`src/rtl/stw_pkg.sv`:
```
package stw_pkg;
  localparam int N_RATES = 4;
  typedef logic [1:0] rate_t;

  // Counter bit whose wrap defines the interval for a given rate code
  function automatic int tap_bit(input int lo, input int step, input int code);
    return lo + step * code;
  endfunction
endpackage

```
`src/rtl/stw_counter.sv`:
```
module stw_counter #(
  parameter int CNT_W = 15,
  parameter int KEY_W = 8,
  parameter logic [KEY_W-1:0] CLR_KEY = 8'h38
) (
  input  logic             clk,
  input  logic             rst,
  input  logic             clr_we,
  input  logic [KEY_W-1:0] clr_wdata,
  output logic [CNT_W-1:0] value,
  output logic             key_hit
);
  assign key_hit = clr_we && (clr_wdata == CLR_KEY);

  always_ff @(posedge clk) begin
    if (rst)          value <= '0;
    else if (key_hit) value <= '0;
    else              value <= value + 1'b1;
  end


  inc_chk: assert property (@(posedge clk) disable iff (rst)
    (!$past(rst) && !$past(key_hit)) |-> value == $past(value) + 1'b1);

  clr_chk: assert property (@(posedge clk) disable iff (rst)
    key_hit |=> value == '0);
endmodule

```
`src/rtl/stw_tick.sv`:
```
module stw_tick #(
  parameter int CNT_W    = 15,
  parameter int TAP_LO   = 5,
  parameter int TAP_STEP = 3
) (
  input  logic              clk,
  input  logic              rst,
  input  stw_pkg::rate_t    rate_sel,
  input  logic [CNT_W-1:0]  value,
  input  logic              key_hit,
  output logic              roll,
  output logic              irq
);
  import stw_pkg::*;
  localparam int TOP_TAP = tap_bit(TAP_LO, TAP_STEP, N_RATES - 1);

  logic [N_RATES-1:0] full;

  generate
    for (genvar g = 0; g < N_RATES; g++) begin : g_tap
      localparam int TB = tap_bit(TAP_LO, TAP_STEP, g);
      assign full[g] = &value[TB:0];
    end
  endgenerate

  // A wrap happens at the next edge unless a key write zeroes the counter first
  assign roll = full[rate_sel] && !key_hit;

  always_ff @(posedge clk) begin
    if (rst) irq <= 1'b0;
    else     irq <= roll;
  end

  initial begin
    tap_fit_chk: assert (TOP_TAP <= CNT_W - 1);
  end


  irq_gap_chk: assert property (@(posedge clk) disable iff (rst)
    irq |=> !irq);

  irq_align_chk: assert property (@(posedge clk) disable iff (rst)
    irq |-> value[TAP_LO:0] == '0);
endmodule

```
`src/rtl/stw_wdog.sv`:
```
module stw_wdog #(
  parameter int WD_LIMIT = 3,
  parameter int RST_LEN  = 4
) (
  input  logic clk,
  input  logic rst,
  input  logic arm,
  input  logic clr_we,
  input  logic roll,
  output logic wd_rst
);
  localparam int CW = (WD_LIMIT > 1) ? $clog2(WD_LIMIT) : 1;
  localparam int HW = $clog2(RST_LEN + 1);
  localparam logic [CW-1:0] LAST = CW'(WD_LIMIT - 1);

  logic          en;
  logic [CW-1:0] wd_cnt;
  logic [HW-1:0] hold, hold_nxt;
  logic          fire;

  assign fire = en && roll && !clr_we && (wd_cnt == LAST);

  always_comb begin
    if (fire)           hold_nxt = HW'(RST_LEN);
    else if (hold != 0) hold_nxt = hold - 1'b1;
    else                hold_nxt = '0;
  end

  always_ff @(posedge clk) begin
    if (rst) begin
      en     <= 1'b0;
      wd_cnt <= '0;
      hold   <= '0;
      wd_rst <= 1'b0;
    end else begin
      en     <= en | arm;
      hold   <= hold_nxt;
      wd_rst <= (hold_nxt != 0);
      if (clr_we)              wd_cnt <= '0;
      else if (en && roll)     wd_cnt <= fire ? '0 : wd_cnt + 1'b1;
    end
  end


  arm_sticky_chk: assert property (@(posedge clk) disable iff (rst)
    en |=> en);

  no_rst_disarmed_chk: assert property (@(posedge clk) disable iff (rst)
    !en |-> !wd_rst);

  cnt_range_chk: assert property (@(posedge clk) disable iff (rst)
    wd_cnt <= LAST);

  rst_on_roll_chk: assert property (@(posedge clk) disable iff (rst)
    $rose(wd_rst) |-> $past(roll));

  write_restart_chk: assert property (@(posedge clk) disable iff (rst)
    clr_we |=> wd_cnt == '0);
endmodule

```
`src/rtl/slptmr_wdog.sv`:
```
module slptmr_wdog #(
  parameter int CNT_W    = 15,
  parameter int TAP_LO   = 5,
  parameter int TAP_STEP = 3,
  parameter int WD_LIMIT = 3,
  parameter int RST_LEN  = 4,
  parameter int KEY_W    = 8,
  parameter logic [KEY_W-1:0] CLR_KEY = 8'h38
) (
  input  logic             clk,
  input  logic             rst,
  input  logic [1:0]       rate_sel,
  input  logic             clr_we,
  input  logic [KEY_W-1:0] clr_wdata,
  input  logic             wd_arm,
  output logic [CNT_W-1:0] tmr_value,
  output logic             tick_irq,
  output logic             wd_reset
);
  logic key_hit;
  logic roll;

  stw_counter #(.CNT_W(CNT_W), .KEY_W(KEY_W), .CLR_KEY(CLR_KEY)) u_cnt (
    .clk(clk), .rst(rst), .clr_we(clr_we), .clr_wdata(clr_wdata),
    .value(tmr_value), .key_hit(key_hit)
  );

  stw_tick #(.CNT_W(CNT_W), .TAP_LO(TAP_LO), .TAP_STEP(TAP_STEP)) u_tick (
    .clk(clk), .rst(rst), .rate_sel(rate_sel), .value(tmr_value),
    .key_hit(key_hit), .roll(roll), .irq(tick_irq)
  );

  stw_wdog #(.WD_LIMIT(WD_LIMIT), .RST_LEN(RST_LEN)) u_wdog (
    .clk(clk), .rst(rst), .arm(wd_arm), .clr_we(clr_we),
    .roll(roll), .wd_rst(wd_reset)
  );
endmodule

```
`config.mk`:
```
export PLATFORM = sky130hd
export DESIGN_NAME = slptmr_wdog
export DESIGN_NICKNAME = d
export VERILOG_FILES = /design/src/rtl/stw_pkg.sv /design/src/rtl/stw_counter.sv /design/src/rtl/stw_tick.sv /design/src/rtl/stw_wdog.sv /design/src/rtl/slptmr_wdog.sv
export SDC_FILE = /design/constraint.sdc
export NUM_CORES = 1
export LEC_CHECK = 0
export ABC_AREA = 1
export CAP_MARGIN = 10
export CELL_PAD_IN_SITES_DETAIL_PLACEMENT = 1
export CELL_PAD_IN_SITES_GLOBAL_PLACEMENT = 1
export CORE_ASPECT_RATIO = 0.75
export CORE_MARGIN = 2
export CORE_UTILIZATION = 30
export DETAILED_ROUTE_END_ITERATION = 10
export GPL_ROUTABILITY_DRIVEN = 0
export PLACE_DENSITY = 0.74
export SKIP_CTS_REPAIR_TIMING = 1
export SLEW_MARGIN = 20
export SYNTH_ARGS = -nofsm -noshare
export SYNTH_HDL_FRONTEND = slang
export SYNTH_SLANG_ARGS = --single-unit
```
`constraint.sdc`:
```
create_clock -name clk -period 1.5 [get_ports clk]
set_input_delay 0.3 -clock clk [delete_from_list [all_inputs] [get_ports clk]]
set_output_delay 0.3 -clock clk [all_outputs]
set_load 0.005 [all_outputs]
```
# Yosys cells after proc, flatten, opt, wreduce, memory -nomap -nowiden
# Index checks and enable logic that the tools add are counted.
dict set report classes {
  mux 5
  order_cmp 1
  n_reduce_logical 15
  n_eq_ne 2
  n_bitwise 1
  add_sub_neg 3
}
# cell count
set ops {}
lappend ops {{15-bit by 1-bit adder with 15-bit output (second input constant)} 1}
lappend ops {{15-bit AND reduction} 1}
lappend ops {{12-bit AND reduction} 1}
lappend ops {{9-bit AND reduction} 1}
lappend ops {{8-bit by 6-bit equality test with 1-bit output (second input constant)} 1}
lappend ops {{3-bit two-way mux} 2}
lappend ops {{6-bit AND reduction} 1}
lappend ops {{3-bit nonzero test} 2}
lappend ops {{1-bit logical AND} 5}
lappend ops {{2-bit OR reduction} 2}
lappend ops {{2-bit by 3-bit less-than comparator with 1-bit output (second input constant)} 1}
lappend ops {{3-bit by 1-bit subtractor with 3-bit output (second input constant)} 1}
lappend ops {{2-bit by 1-bit adder with 2-bit output (second input constant)} 1}
lappend ops {{1-bit binary-select mux with 2-bit select} 1}
lappend ops {{2-bit equality test (second input constant)} 1}
lappend ops {{1-bit zero test} 2}
lappend ops {{2-bit two-way mux} 1}
lappend ops {{1-bit two-way mux} 1}
lappend ops {{1-bit bitwise OR} 1}
dict set report totals {
  input_bits 14
  output_inout_bits 17
  wordCells 33
  regBits 23
}

# Longest topological paths before layout
# Gate-level depths: netlist of the first run.
dict set report depth {
  ltp_word 9
  depth_mapped 14
  depth_no_buf 14
}

# Modules after synthesis
# From an unflattened synthesis of the first run, not the netlist that was laid out.
dict set report unflattened {
  cells_unflattened 176
  area_unflattened_um2 1231.2
}
# module seq_area_each_um2 instances area_each_um2 cells_each
set by_module_without_submodules {}
lappend by_module_without_submodules {stw_counter 300.3 1 763.2 106}
lappend by_module_without_submodules {stw_wdog 140.1 1 346.6 44}
lappend by_module_without_submodules {stw_tick 20.0 1 121.4 26}

# Worst setup path after synthesis of the first run
# No wires, ideal clock.
dict set report synth_timing {
  kind {register -> register}
  from {register u_cnt.value[0]}
  to {register u_wdog.wd_rst}
  path_slack_ns -0.112
  n_path_buf 0
  t_required_ns 1.386
  setup_time_ns 0.114
  arrival_time_ns 1.497
  path_stages_with_launch 15
  period_less_slack_ns 1.612
  path_cell_list {dfxtp_1 > ha_1 > nand2_2 > nor2_4 > nand2_4 > inv_1 > ha_1 > a21oi_1 > nand2_1 > nand2_1 > inv_2 > nand4_2 > nand2_1 > nand2_1 > nand2_1}
}
dict set report synth_between {
  elab_chain_cells 9
  elab_cells_between_ends 12
  cone_classes {mux: 3; reduce/logical: 9}
}
# item line_no
set synth_rtl {}
lappend synth_rtl {{from (decl)} stw_counter.sv:10} ;# output logic [CNT_W-1:0] value,
lappend synth_rtl {{from (signal assigned)} stw_counter.sv:18} ;# else value <= value + 1'b1;
lappend synth_rtl {{15-bit AND reduction, or another cell as far along} stw_tick.sv:22} ;# assign full[g] = &value[TB:0];
lappend synth_rtl {{1-bit binary-select mux with 2-bit select *} stw_tick.sv:27} ;# assign roll = full[rate_sel] && !key_hit;
lappend synth_rtl {{1-bit two-way mux (not written as such) *} stw_tick.sv:27}
lappend synth_rtl {{1-bit logical AND *} stw_tick.sv:27}
lappend synth_rtl {{1-bit logical AND * (3 in series)} stw_wdog.sv:21} ;# assign fire = en && roll && !clr_we && (wd_cnt == LAST);
lappend synth_rtl {{3-bit two-way mux *} stw_wdog.sv:24} ;# if (fire) hold_nxt = HW'(RST_LEN);
lappend synth_rtl {{3-bit nonzero test *} stw_wdog.sv:38} ;# wd_rst <= (hold_nxt != 0);
lappend synth_rtl {{to (signal assigned)} stw_wdog.sv:38}
lappend synth_rtl {{to (decl)} stw_wdog.sv:10} ;# output logic wd_rst
# Mark *: on every way between the ends. The rest lies on a longest branch, timed or not. The select of a mux whose other input is x is not followed.
# A chain may end at the register's enable or synchronous reset.

# Final worst setup path of the first run
dict set report layout_timing {
  from {register u_cnt.value[0]}
  to {register u_wdog.hold[0]}
}
dict set report layout_between {
  elab_chain_cells 8
  elab_cells_between_ends 11
  cone_classes {mux: 3; reduce/logical: 8}
}
# item line_no
set layout_rtl {}
lappend layout_rtl {{15-bit AND reduction, or another cell as far along} stw_tick.sv:22}
lappend layout_rtl {{1-bit binary-select mux with 2-bit select *} stw_tick.sv:27}
lappend layout_rtl {{1-bit two-way mux (not written as such) *} stw_tick.sv:27}
lappend layout_rtl {{1-bit logical AND *} stw_tick.sv:27}
lappend layout_rtl {{1-bit logical AND * (3 in series)} stw_wdog.sv:21}
lappend layout_rtl {{3-bit two-way mux *} stw_wdog.sv:24}
lappend layout_rtl {{to (signal assigned)} stw_wdog.sv:37} ;# hold <= hold_nxt;
lappend layout_rtl {{to (decl)} stw_wdog.sv:18} ;# logic [HW-1:0] hold, hold_nxt;
# Marks and branches as above.

==> results of run 1 <==
==> flip-flops by register name, indices dropped and copies added (netlist names) <==
signal,flops
u_wdog.wd_cnt,2
u_wdog.en,1
u_wdog.wd_rst,1
u_wdog.hold,3
u_cnt.value,15
u_tick.irq,1
==> routing by layer <==
layer	share of wire (%)	global-route usage [%]
met5	0	0
met1	43	18.6
met4	0.48	3.01
met3	3.7	3.71
met2	53	27.3
==> synthesized netlist by cell type <==
cell and instances:
nor3b_1 2, nor3b_2 1, nor2_1 27, buf_2 1, or2_0 1, inv_2 2
o21ai_0 3, a31oi_1 2, nor2_4 3, nand2_4 2, inv_1 23, nand4_2 1
nand2_2 3, dfxtp_1 23, nand2_1 29, nor3_2 1, nand3_2 1, ha_1 4
o21ai_1 2, nand3_1 7, nor3_1 6, o21a_1 2, and2_1 1, xor2_1 2
xnor2_1 1, a21oi_1 4, nand3_4 1
==> path summary, 6_finish.rpt <==
path	from	to	slack, ns	cells past startpoint
setup / recovery	u_cnt.value[0]	u_wdog.hold[0]	-0.07	12
hold / removal	u_cnt.value[13]	u_cnt.value[13]	0.51	2
setup reg to reg	u_cnt.value[0]	u_wdog.hold[0]	-0.07	12
hold reg to reg	u_cnt.value[13]	u_cnt.value[13]	0.51	2
==> stage by stage <==
stage	power [mW]	setup TNS (ns)	setup slack [ns]	cells	utilization (%)
3_3_place_gp	0.778	-1.83	-0.110	255	46.7
4_1_cts	1.18	-1.38	-0.167	259	47.9
3_5_place_dp	0.784	-4.27	-0.231	255	46.7
5_1_grt	1.23	-2.01	-0.174	266	52.1
2_1_floorplan	0.691	-0.0519	-0.0381	155	-
6_report	1.17	-1.26	-0.0745	266	52.1
==> layout by cell type, fill, tap and decap left out, types with 3 or more instances in the layout <==
cell type        Yosys  final
dfxtp_2              0      9
nor2_4               3      4
clkbuf_8             0      3
inv_1               23     22
nand3_4              1      3
a21oi_1              4      3
o21ai_0              3      3
nor3_1               6      5
buf_4                0     24
clkdlybuf4s50_1      0     22
nand2_1             29     29
nand2_4              2      3
dlymetal6s2s_1       0      8
nand3_1              7      4
nor2_1              27     24
dfxtp_1             23     12
==> power by group <==
part	switching, mW	internal (mW)
sequential	0.0112	0.619
combinational	0.0615	0.0884
clock	0.204	0.185
==> area by class of cell <==
| cell class | instances | share of cell area (%) |
|---|---|---|
| clock inverter | 1 | 0.262 |
| tap | 52 | 3.41 |
| clock buffer | 3 | 2.16 |
| sequential | 23 | 25.1 |
| timing repair buffer | 56 | 27.9 |
| multi-input combinational | 106 | 36.1 |
| inverter | 25 | 5.05 |
==> kinds of logic after synthesis <==
group           share of synthesized area, %
simple gates                            38.3
buf+inv                                 8.61
flops                                   40.1
compound gates                          6.32
fa+ha+maj                               4.36
xor+xnor                                2.29
==> critical path, stage by stage (launching register included) <==
cell     delay (ns)
dfxtp_2        0.36
ha_4           0.15
nand2_4        0.06
nor2_4         0.11
nand2_4        0.07
inv_4          0.06
ha_4           0.12
a21oi_2        0.05
nand2_1        0.05
nand2_1        0.06
inv_2          0.11
nand4_4        0.10
and2_1         0.18
==> metrics.md, run 1 <==
| Metric | Value |
|---|---|
| Die area | 4340 µm² |
| Final setup fails | 22 |
| Synth warnings | 0 |
| Clk root buf | clkbuf_8 |
| Max Buffers Root-to-Sink | 2 |
| Pwr/cell area | 613 nW/µm² |
| Number of H-tree levels | 1 |
| Register area share after synthesis | 40.1% |
| Clock latency on the worst-skew pair | 0.26 ns |
| Port bufs | 30 |
| Synth Cell Area | 1150 µm² |
| Post-route DRC | 0 |
| Overall global routing resource usage | 15.3% |
| Final HPWL DP | 2.62 mm |
| Initial core utilization | 31.4% |
| Status | finished, violations left |
| Worst endpoint data arrival time | 1.74 ns |
| First-pass GRT wire length | 5.04 mm |
| Vias in the first global route | 1177 |
| I/O pin cnt | 31 |
| Design Area, Final | 1910 µm² |
| Die width | 75.5 µm |
| Die height | 57.6 µm |
| Worst Skew | 0.00270 ns |
| Final Hold Fails | 0 |
| Max Cap Viol | 0 |
| VDD IR max | 436 µV |
| Failing checks | setup timing |
| Worst slew pin tran | 0.301 ns |
| Vias/cell | 4.42 |
| Syn nets | 173 |
| CTS tree | yes |
| Leakage Power | 0.952 nW |
| Wire per inst | 13.4 µm |
| Total gr overflow | 0 |
| Hold Crit Class | reg -> reg |
| Largest net degree at the start of global routing | 14 |
| Diodes inserted | 0 |
| Critical path required time | 1.67 ns |
| Antenna violations before repair | 0 |
| DRT Pass-1 Iters | 4 |
| # fillers | 466 |
| Std-Cell Rows | 19 |
| Vias | 1175 |
| Synth area leader | dfxtp_1 |
| Cts bufs inserted | 3 |
| Final Slew Violations | 0 |
| Synth Instances | 155 |
| Setup crit start kind | flip-flop |
| Syn_area_per_cell | 7.41 µm² |
| Fmax | 635 MHz |
| CP Class | reg -> reg |
| Register area | 479 µm² |
| #FFs+latches synth | 23 |
| Final Cycle Share | 105% |
| Final worst slack | -0.0745 ns |
| Synth cell types | 27 |
| Total wire length | 3.56 mm |
| Nets | 233 |
| Worst-path clk slew | 0.08 ns |
| Critical path capture point type | flip-flop |
| Synth area leaders | dfxtp_1 40%, nand2_1 9.5%, nor2_1 8.8%, inv_1 7.5%, ha_1 4.4% |
| Slew HR | 79.8% |
| Syn-to-layout area delta | 66.1% |
| RSZ-0062 raised after global routing | yes |
| Top cell type's share of synthesized area | 40.1% |
| Final ANT Viol Nets | 0 |
| Violation count after the first detailed-route iteration | 20 |
| Share of layout cells above drive strength 1 | 31.8% |
| Dpl cell area | 1710 µm² |
| Multi-input logic area | 689 µm² |
| CTS Sinks | 23 |
| WHS | 0.512 ns |
| Final Critical Period | 1.57 ns |
| Worst-path maximum fanout | 4 |
| Core ar. | 3660 µm² |
No activity file was read; power rests on OpenSTA's default activity.
==> inputs of run 2 (changes only) <==
HOLD_SLACK_MARGIN = 0.05   (was default)
==> results of run 2 <==
No change in the layout: final DEF, timing and power equal those of run 1.
==> inputs of run 3 (changes only) <==
CTS_BUF_LIST = sky130_fd_sc_hd__clkbuf_16   (was default)
CTS_CLUSTER_DIAMETER = 120   (was default)
==> metrics.md, run 3 (synthesis gave the netlist of run 1 again) <==
| Metric | Value |
|---|---|
| Final ANT Viol Nets | 0 (unchanged) |
| CP Class | reg -> reg |
| Vias/cell | 4.46 (+0.93%) |
| Max Buffers Root-to-Sink | 2 (unchanged) |
| Worst-path maximum fanout | 4 (unchanged) |
| Wire per inst | 13.7 µm (+2.2%) |
| Critical path required time | 1.65 ns (-0.02 ns) |
| Dpl cells | 255 (unchanged) |
| Diodes inserted | 0 (unchanged) |
| Clock latency on the worst-skew pair | 0.26 ns (about the same) |
| Die height | 57.6 µm (unchanged) |
| I/O pin cnt | 31 (unchanged) |
| Initial core utilization | 31.4% (unchanged) |
| Leakage Power | 0.972 nW (+2.0%) |
| Slew HR | 79.4% (-0.42 points) |
| Std-Cell Rows | 19 (unchanged) |
| Final worst slack | -0.0853 ns (-0.0107 ns) |
| Most frequent cells in the layout | 24 x nor2_1, 24 x nand2_1, 23 x buf_4, 22 x clkdlybuf4s50_1, 21 x inv_1 |
| Failing checks | setup timing |
| Setup tns final | -0.489 ns (+0.770 ns) |
| Port bufs | 30 (unchanged) |
| Post-route DRC | 0 (unchanged) |
| Die area | 4340 µm² (unchanged) |
| Hold Crit Class | reg -> reg |
| Nets | 231 (-0.86%) |
| Worst endpoint data arrival time | 1.74 ns (about the same) |
| GR Util met1 | 19.1% (+0.44 points) |
| Status | finished, violations left |
| Place WS | -0.231 ns (unchanged) |
| Worst Skew | 0.00320 ns (+0.000495 ns) |
| Clk root buf | clkbuf_16 |
| Gr busiest metal | met2 |
| Max Cap Viol | 0 (unchanged) |
| Critical path capture point type | flip-flop |
| WHS | 0.531 ns (+0.0181 ns) |
| Number of H-tree levels | 1 (unchanged) |
| Vias in the first global route | 1190 (+1.1%) |
| Total wire length | 3.61 mm (+1.4%) |
| Final Slew Violations | 0 (unchanged) |
| Non-filler cells, final | 264 (-0.75%) |
| Cts bufs inserted | 3 (unchanged) |
| Dpl cell area | 1710 µm² (unchanged) |
| Fmax | 631 MHz (-0.68%) |
| Top flop regs | u_cnt.value: 15 flops, u_wdog.hold: 3 flops, u_wdog.wd_cnt: 2 flops |
| Core ar. | 3660 µm² (unchanged) |
| DRT Pass-1 Iters | 5 (+1) |
| Antenna violations before repair | 0 (unchanged) |
| Worst slew pin tran | 0.306 ns (+0.00540 ns) |
| Setup crit start kind | flip-flop |
| RSZ-0062 raised after global routing | yes |
| First-pass GRT wire length | 5.30 mm (+5.1%) |
| Final Critical Period | 1.59 ns (+0.0107 ns) |
| Final Cycle Share | 106% (+0.71 points) |
| Met2 Usage GRT | 29.9% (+2.6 points) |
| Final HPWL DP | 2.62 mm (unchanged) |
| Vias | 1177 (+0.17%) |
| Met3 Use GR | 4.24% (+0.53 points) |
| CTS tree | yes |
| Final Hold Fails | 0 (unchanged) |
| Max FFs per register | 15 (unchanged) |
| CTS Sinks | 23 (unchanged) |
| Total gr overflow | 0 (unchanged) |
| Design Area, Final | 1940 µm² (+1.5%) |
| Top reg by flops | u_cnt.value |
| Largest net degree at the start of global routing | 14 (unchanged) |
| Final setup fails | 10 (-55%) |
| Violation count after the first detailed-route iteration | 15 (-25%) |
| Die width | 75.5 µm (unchanged) |
| Worst-path clk slew | 0.06 ns (-0.02 ns) |
| Syn-to-layout area delta | 68.6% |
| Overall global routing resource usage | 16.4% (+1.1 points) |
| Share of layout cells above drive strength 1 | 34.0% (+2.2 points) |
| Pwr/cell area | 705 nW/µm² (+15%) |
| VDD IR max | 478 µV (+9.6%) |
==> run 3: stage by stage <==
step / total power [mW] / utilization, %
floorplan: 0.691 / -
global placement: 0.778 / 46.7
detailed placement: 0.784 / 46.7
CTS: 1.37 / 48.9
global route: 1.43 / 52.9
finish: 1.37 / 52.9
==> run 3: area by class of cell <==
class	instances	area, µm²
clock buffers	3	75.1
clock inverters	1	5.00
fillers	450	1720
inverters	25	96.3
multi-input cells	106	706
flip-flops and latches	23	477
well taps	52	65.1
repair buffers	54	513
==> run 3: report_power, final <==
group	leakage [nW]	total (mW)	internal (mW)	switching, mW
registers	0.192	0.633	0.621	0.0114
clock network	0.0409	0.580	0.359	0.222
logic	0.739	0.153	0.0903	0.0625
total	0.972	1.37	1.07	0.296
==> run 3: critical path, cell delays in order, from the launching register on <==
cell and delay (ns):
dfxtp_2 0.35, ha_4 0.15, nand2_4 0.06, nor2_4 0.11, nand2_4 0.06, inv_4 0.06, ha_4 0.12, a21oi_2 0.05
nand2_1 0.05, nand2_1 0.06, inv_2 0.12, nand4_4 0.11, and2_4 0.18
==> run 3: worst paths after layout <==
path              depth (start not counted)  slack, ns             from         endpoint
setup / recovery                         12      -0.09   u_cnt.value[0]   u_wdog.hold[0]
hold / removal                            2       0.53  u_cnt.value[13]  u_cnt.value[13]
setup reg to reg                         12      -0.09   u_cnt.value[0]   u_wdog.hold[0]
hold reg to reg                           2       0.53  u_cnt.value[13]  u_cnt.value[13]
==> run 3: layer usage <==
metal	share of wire, %	vias to the layer above
met1	41	560
met4	0.36	0
met5	0	-
met2	55	19
li1	-	596
met3	3.1	2
